### config.mk
export PLATFORM = sky130hd
export DESIGN_NAME = sized_alu_cc
export DESIGN_NICKNAME = d
export VERILOG_FILES = /design/src/rtl/alu_cc_pkg.sv /design/src/rtl/alu_addsub.sv /design/src/rtl/alu_shift1.sv /design/src/rtl/alu_bcd.sv /design/src/rtl/alu_divu.sv /design/src/rtl/sized_alu_cc.sv
export SDC_FILE = /design/constraint.sdc
export NUM_CORES = 2
export LEC_CHECK = 0
export BUFFER_PORTS_ARGS = -buffer_cell sky130_fd_sc_hd__buf_2
export CAP_MARGIN = 40
export CORE_MARGIN = 1
export CORE_UTILIZATION = 30
export DETAILED_ROUTE_END_ITERATION = 10
export GPL_ROUTABILITY_DRIVEN = 0
export PLACE_DENSITY_LB_ADDON = 0.3
export SYNTH_ARGS = -nofsm -noshare
export SYNTH_HDL_FRONTEND = slang
export SYNTH_SLANG_ARGS = --single-unit
export TNS_END_PERCENT = 30
### constraint.sdc
create_clock -name clk -period 157.7 [get_ports clk]
set_input_delay 15.77 -clock clk [delete_from_list [all_inputs] [get_ports clk]]
set_output_delay 15.77 -clock clk [all_outputs]
set_load 0.05 [all_outputs]
### src/rtl/alu_cc_pkg.sv
// Shared types and helpers for the size-aware ALU.
// Assumes a 32-bit datapath with byte and word sub-sizes.
package alu_cc_pkg;
    localparam int DATA_W = 32;
    localparam int HALF_W = DATA_W / 2;
    localparam int BYTE_W = 8;
    localparam int WORD_W = 16;
    localparam int SH_W   = $clog2(DATA_W) + 1;
    localparam int DIGIT_W = 4;

    typedef enum logic [2:0] {
        OP_ADD  = 3'd0,
        OP_SUB  = 3'd1,
        OP_CMP  = 3'd2,
        OP_ASL  = 3'd3,
        OP_ROXL = 3'd4,
        OP_ABCD = 3'd5,
        OP_DIVU = 3'd6,
        OP_NONE = 3'd7
    } op_e;

    typedef enum logic [1:0] {
        SZ_BYTE = 2'd0,
        SZ_WORD = 2'd1,
        SZ_LONG = 2'd2,
        SZ_ALT  = 2'd3
    } size_e;

    typedef struct packed {
        logic x;
        logic n;
        logic z;
        logic v;
        logic c;
    } ccr_t;

    // Left shift that brings the active MSB to bit DATA_W-1.
    function automatic logic [SH_W-1:0] align_shift(size_e s);
        case (s)
            SZ_BYTE: return SH_W'(DATA_W - BYTE_W);
            SZ_WORD: return SH_W'(DATA_W - WORD_W);
            default: return '0;
        endcase
    endfunction

    // Mask of the bits that an operation of size s replaces.
    function automatic logic [DATA_W-1:0] size_mask(size_e s);
        return {DATA_W{1'b1}} >> align_shift(s);
    endfunction
endpackage

### src/rtl/alu_addsub.sv
// Add/subtract at a selectable size.
// Operands are aligned so the active MSB sits at the top bit. Carry, borrow
// and sign tests are then the same for every size, and the low bits are zero.
module alu_addsub
    import alu_cc_pkg::*;
(
    input  logic [DATA_W-1:0] dst,
    input  logic [DATA_W-1:0] src,
    input  size_e             size,
    input  logic              sub,
    output logic [DATA_W-1:0] res,
    output logic              n,
    output logic              z,
    output logic              v,
    output logic              c
);
    localparam int M = DATA_W - 1;

    logic [SH_W-1:0]   sh;
    logic [DATA_W-1:0] d_al, s_al, r_al;
    logic [DATA_W:0]   wide;

    // Aligned arithmetic and flag extraction.
    always_comb begin
        sh   = align_shift(size);
        d_al = dst << sh;
        s_al = src << sh;
        wide = sub ? ({1'b0, d_al} - {1'b0, s_al}) : ({1'b0, d_al} + {1'b0, s_al});
        r_al = wide[DATA_W-1:0];
        res  = r_al >> sh;
        n    = r_al[M];
        z    = (r_al == '0);
        c    = wide[DATA_W];
        if (sub) v = (d_al[M] ^ s_al[M]) & (r_al[M] ^ d_al[M]);
        else     v = ~(d_al[M] ^ s_al[M]) & (r_al[M] ^ d_al[M]);
    end
endmodule

### src/rtl/alu_shift1.sv
// One-place left shift or left rotate through the extend bit, at a selectable size.
// The caller merges away any bits above the active size.
module alu_shift1
    import alu_cc_pkg::*;
(
    input  logic [DATA_W-1:0] dst,
    input  size_e             size,
    input  logic              rotate,
    input  logic              x_in,
    output logic [DATA_W-1:0] res,
    output logic              n,
    output logic              z,
    output logic              v,
    output logic              c
);
    localparam int M = DATA_W - 1;

    logic [SH_W-1:0]   sh;
    logic [DATA_W-1:0] d_al, r_al;

    // Shift, then look at the result aligned to the active MSB.
    always_comb begin
        sh   = align_shift(size);
        d_al = dst << sh;
        res  = {dst[DATA_W-2:0], rotate & x_in};
        r_al = res << sh;
        c    = d_al[M];
        n    = r_al[M];
        z    = (r_al == '0);
        v    = rotate ? 1'b0 : (d_al[M] ^ d_al[M-1]);
    end
endmodule

### src/rtl/alu_bcd.sv
// Packed-BCD byte add with carry-in. Assumes both bytes hold valid digits.
module alu_bcd
    import alu_cc_pkg::*;
(
    input  logic [BYTE_W-1:0] a,
    input  logic [BYTE_W-1:0] b,
    input  logic              cin,
    output logic [BYTE_W-1:0] sum,
    output logic              cout
);
    logic [DIGIT_W:0] lo, hi;
    logic             lc;

    // Two ripple digit stages with a +6 correction above nine.
    always_comb begin
        lo = {1'b0, a[DIGIT_W-1:0]} + {1'b0, b[DIGIT_W-1:0]} + {{DIGIT_W{1'b0}}, cin};
        if (lo > 5'd9) lo = lo + 5'd6;
        lc = lo[DIGIT_W];
        hi = {1'b0, a[BYTE_W-1:DIGIT_W]} + {1'b0, b[BYTE_W-1:DIGIT_W]} + {{DIGIT_W{1'b0}}, lc};
        if (hi > 5'd9) hi = hi + 5'd6;
        cout = hi[DIGIT_W];
        sum  = {hi[DIGIT_W-1:0], lo[DIGIT_W-1:0]};
    end
endmodule

### src/rtl/alu_divu.sv
// Unsigned full-width dividend over half-width divisor.
// Flags overflow when the quotient needs more than HALF_W bits or the divisor is zero.
module alu_divu
    import alu_cc_pkg::*;
(
    input  logic [DATA_W-1:0] dividend,
    input  logic [HALF_W-1:0] divisor,
    output logic [DATA_W-1:0] packed_res,
    output logic              ovf
);
    logic [DATA_W-1:0] dvs, quo, rem;

    // Guarded divide and overflow test.
    always_comb begin
        dvs = {{(DATA_W-HALF_W){1'b0}}, divisor};
        if (divisor == '0) begin
            quo = '0;
            rem = '0;
        end else begin
            quo = dividend / dvs;
            rem = dividend % dvs;
        end
        ovf        = (divisor == '0) | (quo[DATA_W-1:HALF_W] != '0);
        packed_res = {rem[HALF_W-1:0], quo[HALF_W-1:0]};
    end
endmodule

### src/rtl/sized_alu_cc.sv
// Size-aware ALU top: picks the operation, merges the result by size,
// and registers the {X,N,Z,V,C} flags when op_valid is high.
// Assumes op_sel and size_sel are stable while op_valid is high. Reset is synchronous, active low.
module sized_alu_cc
    import alu_cc_pkg::*;
(
    input  logic              clk,
    input  logic              rst_n,
    input  logic              op_valid,
    input  logic [2:0]        op_sel,
    input  logic [1:0]        size_sel,
    input  logic [DATA_W-1:0] src_opnd,
    input  logic [DATA_W-1:0] dst_opnd,
    output logic [DATA_W-1:0] result,
    output logic              dst_write,
    output logic [4:0]        ccr
);
    op_e   op;
    size_e size;
    ccr_t  ccr_q, ccr_d;

    logic [DATA_W-1:0] as_res, sh_res, dv_res, mask;
    logic [BYTE_W-1:0] bcd_sum;
    logic as_n, as_z, as_v, as_c;
    logic sh_n, sh_z, sh_v, sh_c;
    logic bcd_c, dv_ovf;

    assign op   = op_e'(op_sel);
    assign size = size_e'(size_sel);
    assign mask = size_mask(size);
    assign ccr  = ccr_q;

    alu_addsub u_addsub (
        .dst(dst_opnd), .src(src_opnd), .size(size), .sub(op != OP_ADD),
        .res(as_res), .n(as_n), .z(as_z), .v(as_v), .c(as_c)
    );

    alu_shift1 u_shift (
        .dst(dst_opnd), .size(size), .rotate(op == OP_ROXL), .x_in(ccr_q.x),
        .res(sh_res), .n(sh_n), .z(sh_z), .v(sh_v), .c(sh_c)
    );

    alu_bcd u_bcd (
        .a(dst_opnd[BYTE_W-1:0]), .b(src_opnd[BYTE_W-1:0]), .cin(ccr_q.x),
        .sum(bcd_sum), .cout(bcd_c)
    );

    alu_divu u_divu (
        .dividend(dst_opnd), .divisor(src_opnd[HALF_W-1:0]),
        .packed_res(dv_res), .ovf(dv_ovf)
    );

    // Result selection, size merge and next-flag computation.
    always_comb begin
        result    = dst_opnd;
        dst_write = 1'b0;
        ccr_d     = ccr_q;
        case (op)
            OP_ADD, OP_SUB: begin
                result    = (dst_opnd & ~mask) | (as_res & mask);
                dst_write = 1'b1;
                ccr_d     = '{x: as_c, n: as_n, z: as_z, v: as_v, c: as_c};
            end
            OP_CMP: begin
                ccr_d = '{x: ccr_q.x, n: as_n, z: as_z, v: as_v, c: as_c};
            end
            OP_ASL, OP_ROXL: begin
                result    = (dst_opnd & ~mask) | (sh_res & mask);
                dst_write = 1'b1;
                ccr_d     = '{x: sh_c, n: sh_n, z: sh_z, v: sh_v, c: sh_c};
            end
            OP_ABCD: begin
                result    = {dst_opnd[DATA_W-1:BYTE_W], bcd_sum};
                dst_write = 1'b1;
                ccr_d.x   = bcd_c;
                ccr_d.c   = bcd_c;
                if (bcd_sum != '0) ccr_d.z = 1'b0;
            end
            OP_DIVU: begin
                ccr_d.c = 1'b0;
                ccr_d.v = dv_ovf;
                if (!dv_ovf) begin
                    result    = dv_res;
                    dst_write = 1'b1;
                    ccr_d.n   = dv_res[HALF_W-1];
                    ccr_d.z   = (dv_res[HALF_W-1:0] == '0);
                end
            end
            default: ;
        endcase
    end

    // Flag register: clear on reset, load on a valid operation.
    always_ff @(posedge clk) begin
        if (!rst_n)        ccr_q <= '0;
        else if (op_valid) ccr_q <= ccr_d;
    end
endmodule

======== Word level (Yosys, flattened, before mapping) ========
Index checks and enable logic that the tools add are counted.
W data, S select, Z words.
word-level totals
  bits in registers ....................... 5
  bits of input ports ..................... 72
  output and inout port bits .............. 38
cells by class
  add/subtract/negate cells ............... 8
  div/mod/pow operators ................... 2
  magnitude comparators ................... 2
  eq/ne operators ......................... 9
  shifts and indexed selects .............. 5
  multiplexer cells ....................... 19
  bitwise logic cells ..................... 14
  reductions and logical operators ........ 21
operator list
  cell                     number
  $pmux W32 S4             1
  $and A32 B32 Y32         3
  $logic_not A32 Y1        2
  $mux W32                 2
  $or A32 B32 Y32          2
  $shl A32 B5 Y32          2
  $add A32 B32 Y33         1
  $mux W33                 1
  $sub A32 B32 Y33         1
  $div A32 B16 Y32         1
  $logic_not A16 Y1        2
  $mod A32 B16 Y32         1
  $not A32 Y32             1
  $shl A32 B6 Y32          1
  $shr A32 B6 Y32          1
  $shr A32 B6 Y32 const A  1
  $mux W16                 1
  $reduce_bool A16 Y1      1
  $add A4 B4 Y5            2
  $add A5 B1 Y5            2
  $add A5 B3 Y5 const B    2
  $gt A5 B4 Y1 const B     2
  $mux W5                  2
  $pmux W5 S2              1
  25 further kinds         44

======== Logic depth before layout (Yosys ltp) ========
  depth after elaboration ................. 10
  gate-level depth with buffers ........... 470
  mapped depth without buffers ............ 434

======== By module ========
From an unflattened synthesis, not the netlist that was laid out.
second synthesis, totals
  cell total of the unflattened synthesis .. 4254
  area, all modules ....................... 29374.4 um2
modules (own cells, without submodules)
  module        times used  cells each  area each (um2)  seq. area each (um2)
  alu_divu      1           3311        23022.1          0.0
  alu_addsub    1           568         3694.8           0.0
  sized_alu_cc  1           261         1730.4           100.1
  alu_bcd       1           56          505.5            0.0
  alu_shift1    1           58          421.7            0.0

======== Worst setup path before layout ========
OpenSTA, ideal clock, no wires.
  kind .................................... input -> output
  start ................................... in src_opnd[14]
  end ..................................... out result[29]
  data arrival time ....................... 107.612 ns
  slack ................................... 34.318 ns
  stages on the path ...................... 447
  buffers on the path ..................... 46
  cell sequence ........................... buf_2 -> or4_4 -> buf_6 -> nor4_4 -> and3_1 -> nor2_1 -> ha_1 -> o21a_1 -> o21ai_0 -> or2_2 -> nand2_1 -> o21ai_0 -> ha_1 -> o21a_1 -> or4b_2 -> o2111ai_1 -> o31ai_2 -> ha_1 -> (+411 left out) -> buf_2 -> mux2_2 -> ha_1 -> a21o_1 -> a21o_1 -> a221oi_1 -> o21ai_0 -> a21oi_1 -> o21bai_1 -> a21oi_1 -> o41ai_1 -> a21o_1 -> a21oi_1 -> nand4_1 -> a211o_1 -> a211o_1 -> o21a_1 -> o31ai_1
on the way
  cells in the longest elaborated chain, start to end .. 7
RTL lines
  item                                                      line                RTL
  start, declared                                           sized_alu_cc.sv:12  input logic [DATA_W-1:0] src_opnd,
  branches (longest 6 deep; another with $div A32 B16 Y32)  --
  $pmux W32 S4 (*)                                          sized_alu_cc.sv:58  case (op)
  end, declared                                             sized_alu_cc.sv:14  output logic [DATA_W-1:0] result,
Mark *: on every way between the ends.

======== Worst setup path in the final report ========
  start ................................... in src_opnd[14]
  end ..................................... out result[30]
The elaborated chain is that of the path after synthesis.

==> results.toml <==
[cts]
cts_resized = 0
cts_buffer_depth = 2
cts_tree = "built"
h-tree-depth = 1
path_clk_slew_ns = 0.03
cts_inserted_buffers = 3
post_cts_buffers = 0
postCtsHoldBufs = 0
insertion_delay_ns = 0.23
clock_sinks = 5
root_buffer = "clkbuf_16"

[critical_path]
end_kind = "primary output"
startpoint_type = "input port"
critPathBufInv = 16
cp.depth = 416
crit_fanout = 30
cp.required_ns = 141.93
r2r_cells = 22
cpMostUsedCell = "o21a_1"
crit-reg2reg-capture = "ccr[2]$_SDFFE_PN0P_"
cp-startpoint = "src_opnd[14]"
cp_slowest_cell = "or4_1"
critical_path_arrival_ns = 116.15
crit_type = "in2out"
cpPeakStageDelay_ns = 0.81
r2r_start = "ccr[4]$_SDFFE_PN0P_"
crit_end = "result[30]"
critical-path-top-delay-family = "compound AO/OA/AOI/OAI gates"
ff2ff_setup_slack_ns = 151.94

[sta]
rsz0062_at_grt = "false"
clock_skew_ns = 0.0000451
post-route-period-util = 0.836
maxSlewHeadroom = 0.338
tns_ns = 0
min_period_ns = 131.92
tightest_slew_ns = 0.992
setup_viol = 0
hold_viol_final = 0
fmax_ghz = 0.00758
finalMaxSlewViolations = 0

[synthesis]
syn_area_per_cell_um2 = 6.92
syn-num-nets = 4615
ys_seq_area_frac = 0.00353
synth-seq-cells = 5
syn_area_mm2 = 0.0284
netlist_instances = 4101
ys_warn_count = 0
async_flop_share = 0
synth-edff-count = 0
synth_top_area_frac = 0.192
synthFlopType = "dfxtp_1"
synth_top_cell_by_area = "ha_1"
yosysUniqueCellTypes = 128
synth_area_leaders = "ha_1 (19%), o21a_1 (5.6%), nand2_1 (5.6%)"
netlist_top_cells_count = "ha_1 (436), nand2_1 (420), nor2_1 (340), a21oi_1 (276), nor3_1 (254)"
synth_most_common_cell = "ha_1"

[cells_and_area]
multiInputGateArea_mm2 = 0.0272
fillerInstances = 10200
largest_reg_flops = 5
fin_nets = 4621
regArea_um2 = 100
area_growth_pct = 7.02
drive_gt1_frac = 0.0996

[detailed_routing]
first_iter_violations = 2901
vias = 32100
final_antenna_net_count = 0
drc = 0
drt-wirelength-per-cell_um = 20.1
viasPerCell = 5.98
first_pass_iters = 7
wirelength_mm = 108

[placed_design]
dpl.hpwl_mm = 86.7
portBuffers = 109

[floorplan]
core_mm2 = 0.0935
io_pins = 110
row_count = 112
dieArea_mm2 = 0.0958
dieWidth_um = 310
die_h_um = 310
initial_utilization = 0.304

[run]
max-cap-violations = 0

[outcome]
status = "completed"

[global_route]
grt_pass1_wl_mm = 167
grt.overflow.total = 0
grt_max_degree = 87
grt_pass1_vias = 29800
grt_usage = 0.217
grt_antenna_before_repair = 6

[worst_hold_path]
worst_hold_path_type = "reg2reg"
-- final cells by class --
| class | count | share of cell area |
|---|---|---|
| diodes | 4 | 0.000330 |
| clock buffers | 4 | 0.00260 |
| inverters | 104 | 0.0129 |
| multi-input cells | 3821 | 0.896 |
| flip-flops and latches | 5 | 0.00330 |
| well taps | 1254 | 0.0517 |
| repair buffers | 172 | 0.0337 |
-- through the flow --
| stage | setup slack, ns | utilization | hold slack, ns | instances | cell area (um^2) |
|---|---|---|---|---|---|
| 2_1_floorplan | 34.32 | - | 0.561 | 4101 | 28400 |
| 3_3_place_gp | 28.64 | 0.323 | 0.470 | 5346 | 30200 |
| 3_5_place_dp | 26.99 | 0.324 | 0.475 | 5355 | 30300 |
| 4_1_cts | 26.74 | 0.325 | 0.482 | 5359 | 30400 |
| 5_1_grt | 17.67 | 0.325 | 0.519 | 5360 | 30400 |
| 6_report | 25.78 | 0.325 | 0.480 | 5364 | 30400 |
-- placed cells by master, fill, tap and decap left out, types with 134 or more instances in the layout --
master and n:
a21o_1 137, nand2_1 420, xnor2_1 134, nor2_1 339, a21oi_1 276, o21ai_0 187
o21a_1 213, nor3_1 251, o31ai_1 140, ha_1 436
-- routing by layer --
layer / global-route usage / wire length, um
met1: 0.288 / 47500
met2: 0.366 / 48900
met3: 0.0209 / 7740
met4: 0.0665 / 3870
met5: 0 / 0
-- worst min path at each step --
stage | start | to | slack, ns | depth (start not counted)
after floorplan | ccr[4]$_SDFFE_PN0P_ | ccr[4]$_SDFFE_PN0P_ | 0.56 | 2
after global placement | ccr[3]$_SDFFE_PN0P_ | ccr[3]$_SDFFE_PN0P_ | 0.47 | 2
after detailed placement | ccr[3]$_SDFFE_PN0P_ | ccr[3]$_SDFFE_PN0P_ | 0.47 | 2
after CTS | ccr[3]$_SDFFE_PN0P_ | ccr[3]$_SDFFE_PN0P_ | 0.48 | 2
after global routing | ccr[3]$_SDFFE_PN0P_ | ccr[3]$_SDFFE_PN0P_ | 0.52 | 2
final | ccr[3]$_SDFFE_PN0P_ | ccr[3]$_SDFFE_PN0P_ | 0.48 | 2
-- worst min-delay path: stages, from the launching register on --
cell	delay [ns]
dfxtp_1	0.30
o21ai_0	0.07
a21oi_1	0.06
-- logic make-up (layout without fill, tap and decap cells) --
kind of cell,Yosys count,count (layout),synth area share
flops,5,5,0.00353
buf+inv,275,280,0.0395
xor+xnor,253,253,0.0783
compound gates,1451,1451,0.363
fa+ha+maj,445,445,0.198
mux,140,140,0.0544
simple gates,1532,1532,0.263
other cells,0,4,0
Power is left out: the tool's default activity adds up to more than one toggle a clock period on the data nets, which glitch-free logic cannot reach.
